`config.mk`:
```
export PLATFORM = sky130hd
export DESIGN_NAME = uart_bit_trigger
export DESIGN_NICKNAME = d
export VERILOG_FILES = /design/src/rtl/uart_trig_pkg.sv /design/src/rtl/uart_trig_sync.sv /design/src/rtl/uart_trig_timer.sv /design/src/rtl/uart_bit_trigger.sv
export SDC_FILE = /design/constraint.sdc
export NUM_CORES = 1
export LEC_CHECK = 0
export CAP_MARGIN = 30
export CORE_UTILIZATION = 25
export CTS_CLUSTER_DIAMETER = 60
export DETAILED_ROUTE_END_ITERATION = 10
export PLACE_DENSITY = 0.39
export SLEW_MARGIN = 40
export SYNTH_ARGS = -nofsm -noshare
export SYNTH_HDL_FRONTEND = slang
export SYNTH_HIERARCHICAL = 1
export SYNTH_SLANG_ARGS = --single-unit
```
`constraint.sdc`:
```
create_clock -name clk_i -period 2.65 [get_ports clk_i]
set_clock_uncertainty 0.05 [all_clocks]
set_input_delay 0.265 -clock clk_i [delete_from_list [all_inputs] [get_ports clk_i]]
set_output_delay 0.265 -clock clk_i [all_outputs]
set_load 0.01 [all_outputs]
```
`src/rtl/uart_trig_pkg.sv`:
```
package uart_trig_pkg;
  localparam int SLOT_W = 4;

  typedef enum logic [2:0] {
    ST_IDLE, ST_ARMED, ST_CONFIRM, ST_BUSY, ST_FIRED
  } state_e;

  typedef enum logic [1:0] {
    STAT_IDLE  = 2'd0,
    STAT_ARMED = 2'd1,
    STAT_BUSY  = 2'd2,
    STAT_FIRED = 2'd3
  } status_e;
endpackage

```
`src/rtl/uart_trig_sync.sv`:
```
module uart_trig_sync (
  input  logic clk_i,
  input  logic rst_ni,
  input  logic rx_i,
  output logic rx_s_o,
  output logic fall_o
);
  logic ff1_q, ff2_q, prev_q;

  // reset to the idle-high level so release never looks like an edge
  always_ff @(posedge clk_i or negedge rst_ni) begin
    if (!rst_ni) begin
      ff1_q  <= 1'b1;
      ff2_q  <= 1'b1;
      prev_q <= 1'b1;
    end else begin
      ff1_q  <= rx_i;
      ff2_q  <= ff1_q;
      prev_q <= ff2_q;
    end
  end

  assign rx_s_o = ff2_q;
  assign fall_o = prev_q & ~ff2_q;
endmodule

```
`src/rtl/uart_trig_timer.sv`:
```
module uart_trig_timer #(
  parameter int DIV_W  = 16,
  parameter int SLOT_W = 4
) (
  input  logic              clk_i,
  input  logic              rst_ni,
  input  logic              start_i,
  input  logic              run_i,
  input  logic [DIV_W-1:0]  div_i,
  output logic              mid_o,
  output logic              wrap_o,
  output logic [SLOT_W-1:0] bits_o
);
  logic [DIV_W-1:0]  ph_q;
  logic [SLOT_W-1:0] bits_q;

  assign wrap_o = run_i && (ph_q == div_i - 1'b1);
  assign mid_o  = run_i && (bits_q == '0) && (ph_q == (div_i >> 1));
  assign bits_o = bits_q;

  always_ff @(posedge clk_i or negedge rst_ni) begin
    if (!rst_ni) begin
      ph_q   <= '0;
      bits_q <= '0;
    end else if (start_i) begin
      ph_q   <= '0;
      bits_q <= '0;
    end else if (run_i) begin
      if (wrap_o) begin
        ph_q   <= '0;
        bits_q <= bits_q + 1'b1;
      end else begin
        ph_q <= ph_q + 1'b1;
      end
    end
  end
endmodule

```
`src/rtl/uart_bit_trigger.sv`:
```
module uart_bit_trigger
  import uart_trig_pkg::*;
#(
  parameter int DIV_W = 16
) (
  input  logic             clk_i,
  input  logic             rst_ni,
  input  logic             rx_i,
  input  logic             arm_i,
  input  logic             disarm_i,
  input  logic [DIV_W-1:0] div_i,
  input  logic [1:0]       data_code_i,
  input  logic             parity_en_i,
  input  logic             two_stop_i,
  input  logic [3:0]       target_i,
  output logic             trig_o,
  output logic [1:0]       status_o
);
  state_e            st_q;
  logic [DIV_W-1:0]  div_q;
  logic [SLOT_W-1:0] tgt_q;
  logic              rx_s, fall, mid, wrap, start, run;
  logic [SLOT_W-1:0] bits;
  logic [SLOT_W-1:0] slots, tgt_eff;

  uart_trig_sync u_sync (
    .clk_i (clk_i), .rst_ni(rst_ni), .rx_i(rx_i),
    .rx_s_o(rx_s),  .fall_o(fall)
  );

  assign start = (st_q == ST_ARMED) && fall && !arm_i && !disarm_i;
  assign run   = (st_q == ST_CONFIRM) || (st_q == ST_BUSY);

  uart_trig_timer #(.DIV_W(DIV_W), .SLOT_W(SLOT_W)) u_timer (
    .clk_i (clk_i), .rst_ni(rst_ni), .start_i(start), .run_i(run),
    .div_i (div_q), .mid_o(mid), .wrap_o(wrap), .bits_o(bits)
  );

  // slot count: start + (5+code) data + parity + (1+two) stop
  assign slots = SLOT_W'(7) + SLOT_W'(data_code_i) + SLOT_W'(parity_en_i)
               + SLOT_W'(two_stop_i);
  always_comb begin
    if (target_i == '0)        tgt_eff = SLOT_W'(1);
    else if (target_i > slots) tgt_eff = slots;
    else                       tgt_eff = target_i;
  end

  always_ff @(posedge clk_i or negedge rst_ni) begin
    if (!rst_ni) begin
      st_q   <= ST_IDLE;
      div_q  <= '0;
      tgt_q  <= '0;
      trig_o <= 1'b0;
    end else begin
      trig_o <= 1'b0;
      if (disarm_i) begin
        st_q <= ST_IDLE;
      end else if (arm_i) begin
        st_q  <= ST_ARMED;
        div_q <= div_i;
        tgt_q <= tgt_eff;
      end else begin
        unique case (st_q)
          ST_ARMED:   if (fall) st_q <= ST_CONFIRM;
          ST_CONFIRM: if (mid)  st_q <= rx_s ? ST_ARMED : ST_BUSY;
          ST_BUSY: begin
            if (wrap && (bits + 1'b1 == tgt_q)) begin
              trig_o <= 1'b1;
              st_q   <= ST_FIRED;
            end
          end
          default: ;
        endcase
      end
    end
  end

  always_comb begin
    unique case (st_q)
      ST_IDLE:             status_o = STAT_IDLE;
      ST_ARMED:            status_o = STAT_ARMED;
      ST_CONFIRM, ST_BUSY: status_o = STAT_BUSY;
      default:             status_o = STAT_FIRED;
    endcase
  end
endmodule

```
======== Yosys cells after proc, flatten, opt, wreduce, memory -nomap -nowiden ========
Cells that the tools add are included.
word-level totals
  register bits after elaboration ......... 47
  input port bits ......................... 29
  output and inout bits ................... 3
  logic and storage cells ................. 68
operators by class
  add/sub/neg operators ................... 6
  magnitude comparators ................... 1
  equal/unequal tests ..................... 9
  mux-type cells .......................... 20
  bitwise operators ....................... 3
  reduce and logical (&&, ||, !) cells .... 20
operator list
  cell                                                   number
  two-way mux 16 bit                                     3
  two-way mux 4 bit                                      5
  adder 16 x 1 -> 16 bit, second input constant          1
  equality test 16 x 15 -> 1 bit                         1
  equality test 16 bit                                   1
  subtractor 16 x 1 -> 16 bit, second input constant     1
  two-way mux 3 bit                                      5
  case mux 3 bit (3 select lines)                        1
  adder 4 x 1 -> 4 bit                                   2
  zero test 4 bit                                        2
  inequality test 4 bit, second input constant           2
  logical AND 1 bit                                      7
  equality test 3 x 2 -> 1 bit, second input constant    2
  case mux 2 bit (3 select lines)                        1
  nonzero test 5 bit                                     1
  adder 3 x 2 -> 4 bit, first input constant             1
  adder 4 x 1 -> 4 bit, second input constant            1
  equality test 4 bit                                    1
  > comparator 4 bit                                     1
  two-way mux 1 bit                                      4
  inequality test 4 x 3 -> 1 bit, second input constant  1
  AND reduction 2 bit                                    2
  AND reduction 4 bit                                    1
  nonzero test 2 bit                                     2
  8 further kinds                                        10

======== Logic depth before layout (Yosys ltp) ========
Gate-level depths: netlist of the first run.
  depth in word-level cells ............... 8
  depth in mapped cells ................... 11
  mapped depth without buffers ............ 11

======== Hierarchy ========
The synthesis of the first run kept the hierarchy.
by module, submodules not included
  module            times used  cells an instance  area each (sq um)  seq. area each (sq um)
  uart_trig_timer   1           216                1,970.6            500.5
  uart_bit_trigger  1           128                1,398.8            600.6
  uart_trig_sync    1           4                  92.6               78.8

======== Worst setup path before layout of the first run ========
OpenSTA, ideal clock, no wires.
  kind .................................... input -> register
  start ................................... input port data_code_i[0]
  end ..................................... register tgt_q[2]
  library setup time ...................... 0.131 ns
  arrival ................................. 2.552 ns
  required time ........................... 2.469 ns
  slack ................................... -0.083 ns
  stages .................................. 11
  path through ............................ inv_1 -> ha_1 -> inv_1 -> ha_1 -> fa_1 -> inv_1 -> ha_1 -> nor2b_1 -> o31a_1 -> o211a_1 -> or3_1
between the ends
  longest elaborated chain between the ends .. 6
ends and longest elaborated chain
  item                    line                    source
  from (decl)             uart_bit_trigger.sv:12  input logic [1:0] data_code_i,
  adder 3 x 2 -> 4 bit *  uart_bit_trigger.sv:40  assign slots = SLOT_W'(7) + SLOT_W'(data_code_i) + SLOT_W'(parity_en_i)
  adder 4 x 1 -> 4 bit *  uart_bit_trigger.sv:40
  adder 4 x 1 -> 4 bit *  uart_bit_trigger.sv:41  + SLOT_W'(two_stop_i);
  > comparator 4 bit      uart_bit_trigger.sv:44  else if (target_i > slots) tgt_eff = slots;
  two-way mux 4 bit *     uart_bit_trigger.sv:44
  two-way mux 4 bit *     uart_bit_trigger.sv:43  if (target_i == '0) tgt_eff = SLOT_W'(1);
  to (signal assigned)    uart_bit_trigger.sv:61  tgt_q <= tgt_eff;
  to (decl)               uart_bit_trigger.sv:21  logic [SLOT_W-1:0] tgt_q;
Mark *: on every way between the ends. The rest lies on a longest branch, timed or not.
A chain may end at the register's enable or synchronous reset.

======== Final worst setup path of the first run ========
  start ................................... register div_q[0]
  end ..................................... register u_timer.bits_q[2], in the netlist u_timer/bits_o[2]
between the ends
  longest elaborated chain between the ends .. 5
ends and longest elaborated chain
  item                                  line                    source
  from (decl)                           uart_bit_trigger.sv:20  logic [DIV_W-1:0] div_q;
  from (signal assigned)                uart_bit_trigger.sv:60  div_q <= div_i;
  subtractor 16 x 1 -> 16 bit           uart_trig_timer.sv:17   assign wrap_o = run_i && (ph_q == div_i - 1'b1);
  equality test 16 bit                  uart_trig_timer.sv:17
  logical AND 1 bit                     uart_trig_timer.sv:17
  nonzero test 2 bit (no source line)   -
  AND reduction 2 bit (no source line)  -
  to (signal assigned)                  uart_trig_timer.sv:31   bits_q <= bits_q + 1'b1;
  to (decl)                             uart_trig_timer.sv:15   logic [SLOT_W-1:0] bits_q;
No other way between the ends.

==> results.ini, run 1 <==
[yosys]
post_synthesis_share_of_cell_area_spent_on_xor_and_xnor_gates_pct=15.0
post_synthesis_mux_area_share_pct=6.47
synth.ff_latch_count=47
postSynthNetCount=390
synthSimpleGateAreaFrac_pct=22.5
ys_warn_count=6
ys.flop_type=sky130_fd_sc_hd__dfrtp_1
netlist-cell-type-count=78
share_of_synthesized_area_occupied_by_flip_flops_and_latches_pct=34.1
postSynth.asyncResetShare_pct=100
synthesis.instances=348
compound_gate_portion_of_the_synthesized_area_pct=11.3
synthesis.area_per_instance_um2=9.95
synth-adder-area-share_pct=4.92
mapped_cell_area_mm2=0.00346
synth_top_family_by_area=simple AND/OR/NAND/NOR gates
synth-edff-count=0

[floorplanning]
die_y_um=120
initial_core_util_pct=25.8
fp.dieArea_mm2=0.0143
boundaryPins=32
core-area_mm2=0.0134
die_width_um=120
row_count=42

[final_layout]
non_filler_cells_in_the_finished_layout=586
final_core_utilization_pct=33.3
layout-drive-gt1-share_pct=22.7
area_delta_synth_final_pct=28.8
final_net_count=453
n_antenna_cell=0

[setup_path]
ff2ff_setup_slack_ns=0.11
timing.critical_path.to_type=register
path_max_fanout=3
critPathKind=reg -> reg
worstSetupStartpointType=register
rr_endpoint=u_timer/bits_o[2]
worst-r2r-cell-count=7
worst-endpoint-arrival_ns=2.67
critical_path_required_ns=2.78
regToRegStartpoint=div_q[0]

[cts]
worst_setup_hold_path_clk_slew_ns=0.06
cts-buffers-inserted=5
cts.sink_count=47
tritoncts_clock_tree=built
clkLatencyLatePin_ns=0.30
clockRootBuffer=sky130_fd_sc_hd__clkbuf_16
clock_tree.buffer_depth=2
h_tree_level_count=2

[global_routing]
globalRouteMet3Util_pct=3.23
global_route.peak_usage_layer=met2
global_route_wire_length_before_repair_um=14200
first_global_vias=2706
grt_antenna_before_repair=0
global_route.usage.met1_pct=18.3
grtUsageMet2_pct=19.4
grt_remaining_overflow=0
grtUsageTotal_pct=13.0
pin_count_of_the_biggest_net_entering_global_routing=48

[drt]
remaining_drcs=0
avgRoutedWirePerCell_um=14.9
wirelength_um=8730
first_pass_iters=6
dr.first_iter.drc_count=107
remaining_antenna_violation_count=0
detailroute.via_count=2766
drt-vias-per-instance=4.72

[pwr]
power_leakage_nw=1.94
irDropWorstVdd_mv=0.230
power_density_mw_per_mm2=528

[min_path]
hold_path_class=in -> async

[timing]
finalHoldViolCount=0
period_needed_ns=2.54
fmax_mhz=394
finalSetupViolCount=0
timing_worst_slew_pin_value_ns=0.621
finalMaxSlewViolations=0
min_period_over_period_pct=95.8
maxSlewHeadroom_pct=58.6

[placed_design]
placed_cells=578
gp_routability_congestion=0.757
place_hpwl_um=6800
buffer_ports.inserted=31

[job]
max-cap-violations=0

[run_status]
status=finished, final reports clean

repair_timing:
action,in CTS,in global routing
setup buffers,0,2
hold buffers,0,0
resized for setup,11,15
setup endpoints to repair,9,10
pin swaps,2,10
Yosys cell counts (all sizes together) (3+ instances only):
cell,number,area [µm²]
nor2,28,105
xor2,38,333
and2b,6,52.6
a41oi,3,33.8
dfstp,3,78.8
a21oi,3,15.0
nor2b,4,32.5
clkbuf,6,23.8
buf,11,90.1
nand4,9,56.3
and4,3,27.5
xnor2,16,140
dfrtp,44,1100
nand2b,5,31.3
and3b,3,27.5
a31oi,5,31.3
nand3,17,85.1
nand2,10,37.5
inv,20,75.1
and3,8,50.1
nor3,7,46.3
nor4,13,109
or3,3,18.8
o21ai,6,30.0
mux2,19,214
ha,12,150
worst max-delay path: stages (launching register included):
cell	delay [ns]
sky130_fd_sc_hd__dfrtp_1	0.39
sky130_fd_sc_hd__buf_4	0.14
sky130_fd_sc_hd__or4_4	0.56
sky130_fd_sc_hd__nor4b_4	0.31
sky130_fd_sc_hd__mux2_4	0.23
sky130_fd_sc_hd__o21ai_1	0.10
sky130_fd_sc_hd__nor4_2	0.30
sky130_fd_sc_hd__mux2_1	0.35
cells by family (layout without fill, tap and decap cells):
| family | after synthesis | in the layout |
|---|---|---|
| flops | 47 | 47 |
| mux | 20 | 20 |
| simple gates | 126 | 126 |
| compound gates | 48 | 48 |
| fa+ha+maj | 13 | 13 |
| buf+inv | 38 | 100 |
| xor+xnor | 56 | 56 |
cell usage in the layout, fill, tap and decap left out, types with 10 or more instances in the layout:
cell type / n
sky130_fd_sc_hd__dfrtp_1: 44
sky130_fd_sc_hd__mux2_1: 18
sky130_fd_sc_hd__nand2_1: 10
sky130_fd_sc_hd__nand3_1: 16
sky130_fd_sc_hd__xor2_1: 38
sky130_fd_sc_hd__buf_4: 43
sky130_fd_sc_hd__nor2_1: 26
sky130_fd_sc_hd__clkdlybuf4s50_1: 28
sky130_fd_sc_hd__xnor2_1: 16
sky130_fd_sc_hd__inv_1: 16
sequential cells by signal, summed over array words and instances, names as in the netlist:
name,flops
u_timer/ph_q,16
u_timer/bits_o,4
u_sync/ff1_q,1
div_q,16
st_q,3
u_sync/rx_s_o,1
tgt_q,4
trig_o,1
u_sync/prev_q,1
how the worst max path moves through the flow:
stage                         from                 to  slack [ns]  cells after the start
floorplan           data_code_i[0]           tgt_q[2]       -0.05                     11
global placement    data_code_i[0]           tgt_q[2]       -0.73                     12
detailed placement  data_code_i[0]           tgt_q[2]       -0.73                     12
CTS                     two_stop_i           tgt_q[2]       0.006                     12
global route              div_q[0]  u_timer/bits_o[3]      -0.006                      9
finish                    div_q[0]  u_timer/bits_o[2]        0.11                      7
per-layer routing:
layer,wire [µm],up-vias
met3,258,5
met1,4520,1358
met4,109,0
met2,3850,34
li1,-,1369
met5,0,-
where the power goes:
group,internal (mW),switching [mW]
Sequential,0.812,0.119
Clock,0.340,0.268
Combinational,0.409,0.406
layout make-up:
type / instances / area, µm²
flip-flops and latches: 47 / 1180
inverters: 20 / 92.6
fillers: 1411 / 8940
well taps: 176 / 220
repair buffers: 74 / 624
clock buffers: 6 / 129
multi-input cells: 263 / 2210
metrics by stage:
step / hold slack, ns / area [µm²] / setup TNS [ns] / power [mW] / setup slack [ns]
2_1_floorplan: -0.0806 / 3510 / -0.0501 / 1.44 / -0.0501
3_3_place_gp: 0.298 / 4220 / -2.74 / 1.72 / -0.727
3_5_place_dp: 0.299 / 4220 / -2.86 / 1.73 / -0.734
4_1_cts: 0.0487 / 4370 / 0 / 2.36 / 0.00642
5_1_grt: 0.0853 / 4460 / -0.00632 / 2.52 / -0.00632
6_report: 0.0161 / 4460 / 0 / 2.35 / 0.111
(Power assumes the default switching activity.)
==> run 2: changes to the inputs <==
--- a/config.mk
+++ b/config.mk
@@ -5,9 +5,12 @@
 export SDC_FILE = /design/constraint.sdc
 export NUM_CORES = 1
 export LEC_CHECK = 0
+export ABC_AREA = 1
 export CAP_MARGIN = 30
+export CORE_ASPECT_RATIO = 0.5
 export CORE_UTILIZATION = 25
 export CTS_CLUSTER_DIAMETER = 60
+export CTS_CLUSTER_SIZE = 30
 export DETAILED_ROUTE_END_ITERATION = 10
 export PLACE_DENSITY = 0.39
 export SLEW_MARGIN = 40
==> results.ini, run 2 <==
[global_routing]
grtUsageTotal_pct=14.4
global_route_wire_length_before_repair_um=16000
grt_antenna_before_repair=0
first_global_vias=3024
grt_remaining_overflow=0
pin_count_of_the_biggest_net_entering_global_routing=22

[yosys]
post_synth_most_frequent_cells=164 x sky130_fd_sc_hd__nand2_1, 60 x sky130_fd_sc_hd__inv_1, 44 x sky130_fd_sc_hd__dfrtp_1, 39 x sky130_fd_sc_hd__nor2_1, 38 x sky130_fd_sc_hd__nand3_1
synth.ff_latch_count=47
post_synthesis_mux_area_share_pct=0
yosysMostFrequentCell=sky130_fd_sc_hd__nand2_1
synthSimpleGateAreaFrac_pct=38.4
synth_top_area_share_pct=31.8
ys_warn_count=6
synth-edff-count=0
ys_top_cells_by_area=sky130_fd_sc_hd__dfrtp_1 32%, sky130_fd_sc_hd__nand2_1 18%, sky130_fd_sc_hd__inv_1 6.5%
mapped_cell_area_mm2=0.00346
postSynth.asyncResetShare_pct=100
synth_area_leader_cell=sky130_fd_sc_hd__dfrtp_1
share_of_synthesized_area_occupied_by_flip_flops_and_latches_pct=34.1
netlist-cell-type-count=44
synthesis.area_per_instance_um2=6.97
ys.flop_type=sky130_fd_sc_hd__dfrtp_1
compound_gate_portion_of_the_synthesized_area_pct=6.66
post_synthesis_share_of_cell_area_spent_on_xor_and_xnor_gates_pct=6.84
synth_top_family_by_area=simple AND/OR/NAND/NOR gates
postSynthNetCount=538
synth-adder-area-share_pct=4.92
synthesis.instances=496

[floorplanning]
die_y_um=85.2
boundaryPins=32
initial_core_util_pct=26.5
die_width_um=168
fp.dieArea_mm2=0.0143
core-area_mm2=0.0131
row_count=29

[setup_path]
worstSetupStartpointType=register
crit_family=simple AND/OR/NAND/NOR gates
path_buf_inv=2
worst-endpoint-arrival_ns=2.52
critPathKind=reg -> reg
critical-path-slowest-cell=sky130_fd_sc_hd__dfrtp_1
timing.critical_path.to_type=register
worst_path_largest_cell_delay_ns=0.37
critical_path_required_ns=2.79
timing.critical_path.cells=inv_1, ha_2, nand2_1, nand2_1, nor2_1, nand2_1, nor2_2, nand3_1, nor2_2, nand3_1, nor2_1, buf_4, nand3_1, nor2_2, nand3_2, nand2_2, nand2_4, nand3_1, nand2_1
path_max_fanout=4

[job]
max-cap-violations=0

[drt]
first_pass_iters=4
drt-vias-per-instance=4.35
remaining_drcs=0
dr.first_iter.drc_count=163
wirelength_um=9810
detailroute.via_count=3135
remaining_antenna_violation_count=0
avgRoutedWirePerCell_um=13.6

[final_layout]
mostFrequentLayoutCell=sky130_fd_sc_hd__nand2_1
n_antenna_cell=0
final_net_count=592
leading_cell_types_in_the_layout_fill_and_taps_excluded=163 x sky130_fd_sc_hd__nand2_1, 55 x sky130_fd_sc_hd__inv_1, 44 x sky130_fd_sc_hd__dfrtp_1
reg_top3=div_q (16), u_timer/ph_q (16)
non_filler_cells_in_the_finished_layout=721
final_core_utilization_pct=33.3
area_delta_synth_final_pct=25.7
layout-drive-gt1-share_pct=16.9

[timing]
maxSlewHeadroom_pct=73.6
period_needed_ns=2.38
fmax_mhz=421
rsz_0062_raised_after_global_routing=false
finalSetupViolCount=0
timing_worst_slew_pin_value_ns=0.396
finalHoldViolCount=0
min_period_over_period_pct=89.7
finalMaxSlewViolations=0

[cts]
h_tree_level_count=2
tritoncts_clock_tree=built
cts.sink_count=47
clkLatencyLatePin_ns=0.29
clock_tree.buffer_depth=2
worst_setup_hold_path_clk_slew_ns=0.07
cts-buffers-inserted=5
clockRootBuffer=sky130_fd_sc_hd__clkbuf_16

[min_path]
hold_path_class=reg -> reg

[pwr]
irDropWorstVdd_mv=0.229
power_density_mw_per_mm2=517
power_leakage_nw=2.10

[placed_design]
buffer_ports.inserted=31
gp_routability_congestion=0.810
place_hpwl_um=7840
placed_cells=710

[run_status]
status=finished, final reports clean

-- run 2: layout make-up --
| class | instances | area, µm² |
|---|---|---|
| clock buffers | 6 | 129 |
| clock inverters | 2 | 12.5 |
| multi-input cells | 370 | 2040 |
| repair buffers | 56 | 500 |
| flip-flops and latches | 47 | 1180 |
| well taps | 170 | 213 |
| inverters | 70 | 265 |
| fillers | 1447 | 8720 |
-- run 2: worst reg2reg max path, cell delays in order, from the launching register on --
cell and delay, ns:
sky130_fd_sc_hd__dfrtp_1 0.37, sky130_fd_sc_hd__inv_1 0.08, sky130_fd_sc_hd__ha_2 0.28, sky130_fd_sc_hd__nand2_1 0.06, sky130_fd_sc_hd__nand2_1 0.05, sky130_fd_sc_hd__nor2_1 0.08, sky130_fd_sc_hd__nand2_1 0.08, sky130_fd_sc_hd__nor2_2 0.13
sky130_fd_sc_hd__nand3_1 0.10, sky130_fd_sc_hd__nor2_2 0.14, sky130_fd_sc_hd__nand3_1 0.07, sky130_fd_sc_hd__nor2_1 0.10, sky130_fd_sc_hd__buf_4 0.14, sky130_fd_sc_hd__nand3_1 0.09, sky130_fd_sc_hd__nor2_2 0.12, sky130_fd_sc_hd__nand3_2 0.09
sky130_fd_sc_hd__nand2_2 0.09, sky130_fd_sc_hd__nand2_4 0.06, sky130_fd_sc_hd__nand3_1 0.06, sky130_fd_sc_hd__nand2_1 0.05
-- run 2: logic make-up after synthesis --
family                     count (synthesis)
adders and majority gates                 13
and+or+nand+nor                          296
xor gates and xnor gates                  27
DFF                                       47
buffers and inverters                     79
AOI/OAI and AO/OA                         34
-- run 2: final timing paths --
check                             start              end  slack (ns)  cells after the start
min in group asynchronous        rst_ni         tgt_q[3]        0.34                      2
max in group asynchronous        rst_ni  u_timer/ph_q[5]        1.60                      3
hold reg to reg            u_sync/ff1_q    u_sync/rx_s_o        0.31                      0
setup / recovery               div_q[0]          st_q[0]        0.27                     19
setup reg to reg               div_q[0]          st_q[0]        0.27                     19
hold / removal             u_sync/ff1_q    u_sync/rx_s_o        0.31                      0
-- run 2: metal layers --
layer / share of wire [%] / track usage (%)
met1: 55 / 22.1
met2: 41 / 21.1
met3: 3.1 / 2.19
met4: 0.75 / 2.98
met5: 0 / 0
-- run 2: what timing repair did --
| item | in CTS | in global routing |
|---|---|---|
| pin swaps | 4 | 9 |
| endpoints found under the setup margin | 4 | 8 |
| resized for setup | 3 | 19 |
| buffers inserted | 0 | 2 |
| hold buffers | 1 | 0 |
| hold endpoints to repair | 8 | 0 |
-- run 2: through the flow --
stage	total power [mW]	hold slack (ns)	instance area [µm²]	worst slack (ns)	TNS (ns)
2_1_floorplan	1.35	-0.0806	3460	0.297	0
3_3_place_gp	1.61	0.133	4100	-0.346	-1.23
3_5_place_dp	1.61	0.126	4100	-0.383	-1.41
4_1_cts	2.26	0.308	4260	0.0220	0
5_1_grt	2.41	0.309	4340	0.0115	0
6_report	2.25	0.306	4340	0.272	0
-- run 2: report_power, final --
part           internal, mW  total (mW)  leakage, nW  switching (mW)
combinational         0.300       0.697         1.43           0.398
sequential            0.802       0.924        0.597           0.122
clock                 0.349       0.626       0.0669           0.277
total                  1.45        2.25         2.10           0.797
==> run 3: changes to the inputs <==
--- a/config.mk
+++ b/config.mk
@@ -12,6 +12,7 @@
 export CTS_CLUSTER_DIAMETER = 60
 export CTS_CLUSTER_SIZE = 30
 export DETAILED_ROUTE_END_ITERATION = 10
+export HOLD_SLACK_MARGIN = 0.02
 export PLACE_DENSITY = 0.39
 export SLEW_MARGIN = 40
 export SYNTH_ARGS = -nofsm -noshare
==> results of run 3 <==
Final layout, timing and power as in run 2 (identical DEF).
